$ cat config.mk
export PLATFORM = sky130hd
export DESIGN_NAME = fmul_sp32
export DESIGN_NICKNAME = d
export VERILOG_FILES = /design/src/rtl/fmul_pkg.sv /design/src/rtl/fmul_unpack.sv /design/src/rtl/fmul_signorm.sv /design/src/rtl/fmul_pack.sv /design/src/rtl/fmul_sp32.sv
export SDC_FILE = /design/constraint.sdc
export NUM_CORES = 2
export LEC_CHECK = 0
export CAP_MARGIN = 40
export CORE_UTILIZATION = 50
export DETAILED_ROUTE_END_ITERATION = 7
export GPL_ROUTABILITY_DRIVEN = 0
export PLACE_DENSITY = 0.75
export SLEW_MARGIN = 20
export SYNTH_ARGS = -nofsm -noshare
export SYNTH_HDL_FRONTEND = slang
export SYNTH_SLANG_ARGS = --single-unit
export TNS_END_PERCENT = 30
$ cat constraint.sdc
create_clock -name clk -period 21.5 [get_ports clk]
set_input_delay 2.15 -clock clk [delete_from_list [all_inputs] [get_ports clk]]
set_output_delay 2.15 -clock clk [all_outputs]
set_load 0.005 [all_outputs]
$ cat src/rtl/fmul_pkg.sv
package fmul_pkg;
  localparam int FMT_EXP_W = 8;
  localparam int FMT_MAN_W = 23;
  localparam int FMT_SIG_W = 32;
  localparam int FMT_Q_INT = 3;

  typedef enum logic [1:0] {
    RC_NORMAL  = 2'd0,
    RC_OVF     = 2'd1,
    RC_UNF     = 2'd2,
    RC_SPECIAL = 2'd3
  } res_class_e;
endpackage

$ cat src/rtl/fmul_unpack.sv
module fmul_unpack #(
  parameter int EXP_W = fmul_pkg::FMT_EXP_W,
  parameter int MAN_W = fmul_pkg::FMT_MAN_W,
  parameter int SIG_W = fmul_pkg::FMT_SIG_W,
  parameter int Q_INT = fmul_pkg::FMT_Q_INT
) (
  input  logic [EXP_W+MAN_W:0] op,
  output logic                 sign,
  output logic [EXP_W-1:0]     expo,
  output logic [SIG_W-1:0]     sig,
  output logic                 reserved
);
  localparam int PAD = SIG_W - Q_INT - MAN_W;

  assign sign     = op[EXP_W+MAN_W];
  assign expo     = op[EXP_W+MAN_W-1:MAN_W];
  assign reserved = (expo == '0) || (expo == '1);
  // Q_INT integer bits, hidden one in the units place, fraction below.
  assign sig      = {{(Q_INT-1){1'b0}}, 1'b1, op[MAN_W-1:0], {PAD{1'b0}}};
endmodule

$ cat src/rtl/fmul_signorm.sv
module fmul_signorm #(
  parameter int SIG_W = fmul_pkg::FMT_SIG_W,
  parameter int Q_INT = fmul_pkg::FMT_Q_INT,
  localparam int IDX_W = $clog2(SIG_W)
) (
  input  logic [SIG_W-1:0]        sig_a,
  input  logic [SIG_W-1:0]        sig_b,
  output logic [SIG_W-1:0]        norm,
  output logic signed [IDX_W:0]   adj
);
  localparam int PW = 2 * SIG_W;
  localparam int FB = SIG_W - Q_INT;

  logic [PW-1:0]    prod;
  logic [SIG_W-1:0] hi;
  logic [IDX_W-1:0] msb;

  assign prod = PW'(sig_a) * PW'(sig_b);
  // Lower product word collapses into one sticky bit at the LSB.
  assign hi   = prod[PW-1:SIG_W] | {{(SIG_W-1){1'b0}}, |prod[SIG_W-1:0]};

  always_comb begin
    msb = '0;
    for (int i = 0; i < SIG_W; i++) begin
      if (hi[i]) msb = IDX_W'(i);
    end
  end

  // Leading one never sits above the units bit, so the shift is leftward and exact.
  assign norm = hi << (IDX_W'(FB) - msb);
  assign adj  = $signed({1'b0, msb}) - $signed((IDX_W+1)'(FB));
endmodule

$ cat src/rtl/fmul_pack.sv
module fmul_pack
  import fmul_pkg::*;
#(
  parameter int EXP_W  = FMT_EXP_W,
  parameter int MAN_W  = FMT_MAN_W,
  parameter int SIG_W  = FMT_SIG_W,
  parameter int Q_INT  = FMT_Q_INT,
  parameter int EXP_IW = FMT_EXP_W + 3
) (
  input  logic                     sign,
  input  logic                     reserved,
  input  logic signed [EXP_IW-1:0] exp_pre,
  input  logic [SIG_W-1:0]         norm,
  output logic [EXP_W+MAN_W:0]     result,
  output res_class_e               rclass
);
  localparam int FB      = SIG_W - Q_INT;
  localparam int GRD     = FB - 1 - MAN_W;
  localparam int EXP_TOP = (1 << EXP_W) - 1;

  logic [MAN_W-1:0]         man;
  logic                     guard, rest, up, carry;
  logic [MAN_W-1:0]         man_r;
  logic signed [EXP_IW-1:0] exp_r;

  assign man   = norm[FB-1 -: MAN_W];
  assign guard = norm[GRD];
  assign rest  = |norm[GRD-1:0];
  assign up    = guard & (rest | man[0]);
  assign {carry, man_r} = {1'b0, man} + (MAN_W+1)'(up);
  assign exp_r = exp_pre + EXP_IW'(carry);

  always_comb begin
    if (reserved) begin
      rclass = RC_SPECIAL;
      result = '0;
    end else if (exp_r >= $signed(EXP_IW'(EXP_TOP))) begin
      rclass = RC_OVF;
      result = {sign, {EXP_W{1'b1}}, {MAN_W{1'b0}}};
    end else if (exp_r <= $signed(EXP_IW'(0))) begin
      rclass = RC_UNF;
      result = {sign, {(EXP_W+MAN_W){1'b0}}};
    end else begin
      rclass = RC_NORMAL;
      result = {sign, exp_r[EXP_W-1:0], man_r};
    end
  end
endmodule

$ cat src/rtl/fmul_sp32.sv
module fmul_sp32
  import fmul_pkg::*;
#(
  parameter int EXP_W = FMT_EXP_W,
  parameter int MAN_W = FMT_MAN_W,
  parameter int SIG_W = FMT_SIG_W,
  parameter int Q_INT = FMT_Q_INT,
  localparam int WORD_W = 1 + EXP_W + MAN_W
) (
  input  logic              clk,
  input  logic              rst,
  input  logic              in_valid,
  output logic              in_ready,
  input  logic [WORD_W-1:0] in_a,
  input  logic [WORD_W-1:0] in_b,
  output logic              out_valid,
  input  logic              out_ready,
  output logic [WORD_W-1:0] out_result,
  output logic              out_special
);
  localparam int EXP_IW = EXP_W + 3;
  localparam int IDX_W  = $clog2(SIG_W);
  localparam int BIAS   = (1 << (EXP_W - 1)) - 1;
  localparam int EXP_OFS = Q_INT - BIAS;

  logic [WORD_W-1:0] ops  [2];
  logic              sgn  [2];
  logic [EXP_W-1:0]  expo [2];
  logic [SIG_W-1:0]  sig  [2];
  logic              rsv  [2];

  assign ops[0] = in_a;
  assign ops[1] = in_b;

  for (genvar gi = 0; gi < 2; gi++) begin : g_op
    fmul_unpack #(.EXP_W(EXP_W), .MAN_W(MAN_W), .SIG_W(SIG_W), .Q_INT(Q_INT)) u_unp (
      .op(ops[gi]), .sign(sgn[gi]), .expo(expo[gi]), .sig(sig[gi]), .reserved(rsv[gi])
    );
  end

  logic [SIG_W-1:0]         norm;
  logic signed [IDX_W:0]    adj;
  logic signed [EXP_IW-1:0] exp_pre;
  logic [WORD_W-1:0]        packed_res;
  res_class_e               rclass;

  fmul_signorm #(.SIG_W(SIG_W), .Q_INT(Q_INT)) u_mul (
    .sig_a(sig[0]), .sig_b(sig[1]), .norm(norm), .adj(adj)
  );

  assign exp_pre = $signed(EXP_IW'(expo[0])) + $signed(EXP_IW'(expo[1]))
                 + EXP_IW'(adj) + EXP_IW'(EXP_OFS);

  fmul_pack #(.EXP_W(EXP_W), .MAN_W(MAN_W), .SIG_W(SIG_W), .Q_INT(Q_INT),
              .EXP_IW(EXP_IW)) u_pack (
    .sign(sgn[0] ^ sgn[1]), .reserved(rsv[0] | rsv[1]), .exp_pre(exp_pre),
    .norm(norm), .result(packed_res), .rclass(rclass)
  );

  assign in_ready = ~out_valid | out_ready;

  always_ff @(posedge clk) begin
    if (rst) begin
      out_valid   <= 1'b0;
      out_result  <= '0;
      out_special <= 1'b0;
    end else if (in_valid && in_ready) begin
      out_valid   <= 1'b1;
      out_result  <= packed_res;
      out_special <= (rclass == RC_SPECIAL);
    end else if (out_ready) begin
      out_valid   <= 1'b0;
    end
  end
endmodule

# Word level (Yosys, flattened, before mapping)
# Index checks and enable logic that the tools add are counted.
[word_totals]
reg_bits = 34
in_bits = 68
[op_classes]
addsub = 7
mul = 1
order_cmp = 2
n_eq_ne = 3
shift = 1
muxes = 39
bitwise = 7
reduce_logical = 8
[ops]
columns = ["op", "count"]
rows = [
  ["$mux 5", 16],
  ["$mux 31", 2],
  ["$mul 24x24->48", 1],
  ["$mux 32", 1],
  ["$mux 4", 8],
  ["$or 32x1->32", 1],
  ["$shl 32x5->29", 1],
  ["$add 23x1->24", 1],
  ["$reduce_or 20->1", 1],
  ["$eq 8x8->1 const B", 2],
  ["$logic_not 8->1", 2],
  ["$mux 3", 4],
  ["$add 10x6->11", 1],
  ["$add 11x1->11", 1],
  ["$add 11x8->11 const B", 1],
  ["$ge 11x9->1 const B", 1],
  ["$le 11x1->1 const B", 1],
  ["$mux 2", 5],
  ["$add 8x8->9", 1],
  ["$sub 5x5->6 const B", 1],
  ["$reduce_or 5->1", 1],
  ["$sub 5x5->5 const A", 1],
  ["$mux 1", 3],
  ["$or 1x1->1", 3],
  ["other kinds (7)", 8],
]

# Depth between registers and ports, before layout
[logic_depth]
ltp_word = 46
mapped_depth = 67

# Cells and area by module
# A second synthesis with hierarchy kept.
[unflattened]
hier_cells = 4754
hier_area_um2 = 40528.9
[modules_own_cells]
columns = ["module", "instances", "cells_per_inst", "area_per_inst_um2", "seq_area_each_um2"]
rows = [
  ["fmul_signorm", 1, 4245, 36777.8, 0.0],
  ["fmul_sp32", 1, 254, 1995.7, 680.7],
  ["fmul_pack", 1, 157, 1049.8, 0.0],
  ["fmul_unpack", 2, 49, 352.8, 0.0],
]

# Least setup slack after synthesis
# Ideal clock, no wire load.
[synth_timing]
path_kind = "input-to-reg"
from = "input in_b[9]"
to = "register out_result[20]"
setup_time_ps = 79
arrival_time_ps = 16247
required_ps = 21421
path_slack_ps = 5174
path_stages = 65
n_path_buf = 10
cell_sequence = "clkbuf_1 -> nand2_1 -> fa_1 -> inv_1 -> fa_1 -> inv_1 -> fa_1 -> inv_1 -> fa_1 -> inv_1 -> fa_1 -> inv_1 -> fa_1 -> inv_1 -> fa_1 -> inv_1 -> ha_1 -> buf_2 -> (+29 left out) -> inv_1 -> fa_1 -> inv_1 -> a21oi_1 -> o21bai_1 -> a21oi_1 -> o21bai_1 -> a211oi_1 -> o21ai_0 -> a31oi_1 -> nor2_1 -> and2_1 -> clkbuf_1 -> nor2b_1 -> clkbuf_1 -> o21ai_0 -> a41o_1 -> o211ai_1"
[synth_between]
elab_chain_cells = 44
elab_cells_between_ends = 49
[synth_rtl]
columns = ["item", "line_no", "text"]
rows = [
  ["start: declaration", "fmul_sp32.sv:15", "input logic [WORD_W-1:0] in_b,"],
  ["$mul 24x24->48 (*)", "fmul_signorm.sv:18", "assign prod = PW'(sig_a) * PW'(sig_b);"],
  ["$or 32x1->32 (*)", "fmul_signorm.sv:20", "assign hi = prod[PW-1:SIG_W] | {{(SIG_W-1){1'b0}}, |prod[SIG_W-1:0]};"],
  ["$mux 1", "fmul_signorm.sv:25", "if (hi[i]) msb = IDX_W'(i);"],
  ["$mux 2 (2 in series)", "fmul_signorm.sv:25", ""],
  ["$mux 3 (4 in series)", "fmul_signorm.sv:25", ""],
  ["$mux 4 (8 in series)", "fmul_signorm.sv:25", ""],
  ["$mux 5 (16 in series)", "fmul_signorm.sv:25", ""],
  ["$sub 5x5->5", "fmul_signorm.sv:30", "assign norm = hi << (IDX_W'(FB) - msb);"],
  ["(+2 left out)", "n/a", ""],
  ["$or 1x1->1", "fmul_pack.sv:29", "assign up = guard & (rest | man[0]);"],
  ["$and 1x1->1", "fmul_pack.sv:29", ""],
  ["$add 23x1->24", "fmul_pack.sv:30", "assign {carry, man_r} = {1'b0, man} + (MAN_W+1)'(up);"],
  ["$add 11x1->11", "fmul_pack.sv:31", "assign exp_r = exp_pre + EXP_IW'(carry);"],
  ["$le 11x1->1", "fmul_pack.sv:40", "end else if (exp_r <= $signed(EXP_IW'(0))) begin"],
  ["$mux 31", "fmul_pack.sv:40", ""],
  ["$mux 31 (*)", "fmul_pack.sv:37", "end else if (exp_r >= $signed(EXP_IW'(EXP_TOP))) begin"],
  ["$mux 32 (*)", "fmul_pack.sv:34", "if (reserved) begin"],
  ["end signal: assignment", "fmul_sp32.sv:69", "out_result <= packed_res;"],
  ["end: declaration", "fmul_sp32.sv:18", "output logic [WORD_W-1:0] out_result,"],
]
# Every way passes the cells marked *; elsewhere a longest branch is shown, timed or not.
# A chain may end at the register's enable or synchronous reset.

# Final worst setup path
[layout_timing]
from = "input in_a[22]"
to = "register out_result[22]"
[layout_between]
elab_chain_cells = 43
elab_cells_between_ends = 47
[layout_rtl]
columns = ["item", "line_no", "text"]
rows = [
  ["start: declaration", "fmul_sp32.sv:14", "input logic [WORD_W-1:0] in_a,"],
  ["$mul 24x24->48 (*)", "fmul_signorm.sv:18", ""],
  ["$or 32x1->32 (*)", "fmul_signorm.sv:20", ""],
  ["$mux 2 (2 in series)", "fmul_signorm.sv:25", ""],
  ["$mux 3 (4 in series)", "fmul_signorm.sv:25", ""],
  ["$mux 4 (8 in series)", "fmul_signorm.sv:25", ""],
  ["$mux 5 (16 in series)", "fmul_signorm.sv:25", ""],
  ["$sub 5x5->5", "fmul_signorm.sv:30", ""],
  ["$shl 32x5->29", "fmul_signorm.sv:30", ""],
  ["$reduce_or 5->1", "fmul_pack.sv:28", "assign rest = |norm[GRD-1:0];"],
  ["$or 1x1->1", "fmul_pack.sv:29", ""],
  ["$and 1x1->1", "fmul_pack.sv:29", ""],
  ["$add 23x1->24", "fmul_pack.sv:30", ""],
  ["$add 11x1->11", "fmul_pack.sv:31", ""],
  ["$le 11x1->1", "fmul_pack.sv:40", ""],
  ["$mux 31", "fmul_pack.sv:40", ""],
  ["$mux 31 (*)", "fmul_pack.sv:37", ""],
  ["$mux 32 (*)", "fmul_pack.sv:34", ""],
]
# Marks and branches as above.

==> run_results.csv <==
group,metric,value,unit
worst_setup_path,max_stage_delay,1.05,ns
worst_setup_path,crit_family,"adder cells",
floorplanning,dieArea,0.0500,mm^2
synth,yosysUniqueCellTypes,85,
worst_setup_path,arrival,19.01,ns
synth,syn-num-nets,3702,
timing,setup_viol,0,
clocking,cts.repair.resized,0,
final_layout,diodes,0,
clocking,cts_root_buf,"clkbuf_16",
clocking,cts_buffers,5,
global_routing,grt_first_pass_wirelength,115,mm
synth,synth_cells,2946,
synth,yosysTopAreaCell,"fa_1",
drt,avgRoutedWirePerCell,19.3,um
synth,syn_area_per_cell,8.33,um^2
final_layout,area_delta_synth_final,7.46,%
global_routing,antenna_found_initial,0,
worst_setup_path,path_common_cell,"fa_1",
synth,synth_top_area_share,39.7,%
floorplanning,row_count,80,
global_routing,grt_max_degree,39,
drt,finalWirelength,68.9,mm
timing,slew_viol_final,0,
timing,slew_headroom,40.0,%
floorplanning,core_area,0.0480,mm^2
synth,ys_warn_count,0,
drt,first_iter_violations,1998,
synth,yosysMostFrequentCell,"inv_1",
worst_setup_path,crit_path_end_kind,"register",
timing,fin_tns_setup,0,ns
drt,drc,0,
clocking,holdBufCountCts,0,
worst_setup_path,slowest_stage,"clkdlybuf4s50_1",
worst_hold_path,min_path_type,"reg -> reg",
synth,synth_flop_cell,"dfxtp_1",
drt,vias,21190,
synth,async_flop_share,0,%
worst_setup_path,critPathBufInv,10,
final_layout,fin_nets,3714,
global_routing,grt_use_met2,48.3,%
timing,worstMarginPinSlew,0.898,ns
timing,grt_setup_unrepaired,"false",
clocking,clkTransAtPathRegs,0.05,ns
floorplanning,start_util,51.1,%
clocking,clk_latency,0.28,ns
global_routing,overflow,0,
floorplanning,io_pins,103,
synth,ys_seq_elements,34,
worst_setup_path,path_class,"in -> reg",
synth,ys_top_cells_by_count,"inv_1 (622), fa_1 (486), nand2_1 (366), and2_1 (271), ha_1 (202)",
clocking,post_cts_buffers,0,
floorplanning,dieWidth,224,um
timing,finalHoldViolCount,0,
clocking,cts_tree,"built",
place,dp_hpwl,54.7,mm
synth,synthTopCellsByArea,"fa_1 (40%), ha_1 (10%), inv_1 (9.5%), and2_1 (6.9%), nand2_1 (5.6%)",
clocking,htreeDepth,2,
floorplanning,die_height,224,um
clocking,cts_sinks,34,
timing,finClkSkew,0.00228,ns
final_layout,fin_util,54.9,%
global_routing,track_usage,28.6,%
global_routing,grt_pass1_vias,22834,
worst_setup_path,cp-start-kind,"input pin",
global_routing,use_met1,36.6,%
worst_setup_path,critPathRequiredTime,21.72,ns
place,portBuffers,102,
synth,netlist_area,0.0245,mm^2
timing,min_period,18.79,ns
drt,ant_nets,0,
drt,via_per_inst,5.93,
worst_setup_path,crit_path_max_fanout,38,
timing,fmax,53.2,MHz
drt,dr.pass1.iters,7,
timing,post-route-period-util,87.4,%
worst_setup_path,r2r_slack,17.95,ns
outcome,status,"finished clean",
synth,ys_seq_area_share,2.77,%
global_routing,grt.busiest_layer,"met2",
global_routing,met3_usage,4.49,%
job,drv_cap,0,
synth,synth-edff-count,0,
final_layout,drive_above_1_share,3.75,%
clocking,cts_buffer_depth,2,
[sequential cells by signal, summed over array words and instances (netlist names)]
name	flops
out_result	32
out_valid	1
out_special	1
[logic make-up (layout without fill, tap and decap cells)]
kind of cell	Yosys count	count (layout)	share of synthesized area (%)
compound gates	417	417	11.9
xor+xnor	65	65	2.32
fa+ha+maj	688	688	50.0
buf+inv	774	786	12.0
flops	34	34	2.77
mux	55	55	2.57
simple gates	913	913	18.5
[cell type report]
type | count | area, um^2
Multi-Input combinational cell | 2138 | 20900
Clock buffer | 5 | 125
Fill cell | 4297 | 21700
Sequential cell | 34 | 681
Tap cell | 615 | 769
Inverter | 625 | 2350
Timing Repair Buffer | 154 | 1530
Clock inverter | 2 | 10.0
[final timing paths]
path | from | end | depth (start not counted)
worst min register to register | out_result[12] | out_result[12] | 2
worst min-delay path | out_result[12] | out_result[12] | 2
worst max register to register | out_valid | out_result[22] | 12
worst max-delay path | in_a[22] | out_result[22] | 53
[metrics by stage]
step           setup slack [ns]  instances  instance area (um^2)  hold WS [ns]
2_1_floorplan              5.17       2946                 24500         0.448
3_3_place_gp               2.96       3542                 25900         0.444
3_5_place_dp               2.65       3565                 26200         0.450
4_1_cts                    2.90       3572                 26400         0.458
5_1_grt                    1.70       3573                 26400         0.475
6_report                   2.71       3573                 26400         0.451
[cells in the final DEF, fill, tap and decap left out, drive strengths merged, types with 11 or more instances in the layout]
cell type and instances:
o21a 11, o21ai 79, a21oi 88, nor2b 13, nor4 14, inv 625, nand2 366, a21o 20
a31oi 15, nand3 39, buf 55, dfxtp 34, xnor2 41, ha 202, and2 271, mux2 13
mux2i 37, nor3 43, and3 12, a211oi 25, a22oi 14, xor2 24, clkdlybuf4s50 99, nor2 83
fa 486, o211ai 33, nand4 22
[worst reg2reg max path: stages (launching register included)]
cell and delay, ns:
dfxtp_1 0.32, nand2b_1 0.15, and2_1 0.23, o21ai_0 0.11, a211oi_1 0.37, nor2b_1 0.38, o31a_1 0.29, and2_1 0.30
nor2b_1 0.71, o211ai_1 0.17, nor4_1 0.21, nand4_1 0.12, nand3_1 0.11
[layer usage]
metal  wire, um  part of all wire, %  up-vias
met3       6230                  9.0      268
met5          0                    0        -
met2      33000                   48     1168
li1           -                    -     9301
met4       3100                  4.5        0
met1      26500                   38    10453
Power is not shown: default switching activity piles up to over one toggle a cycle in this logic, so the estimate is an artifact.
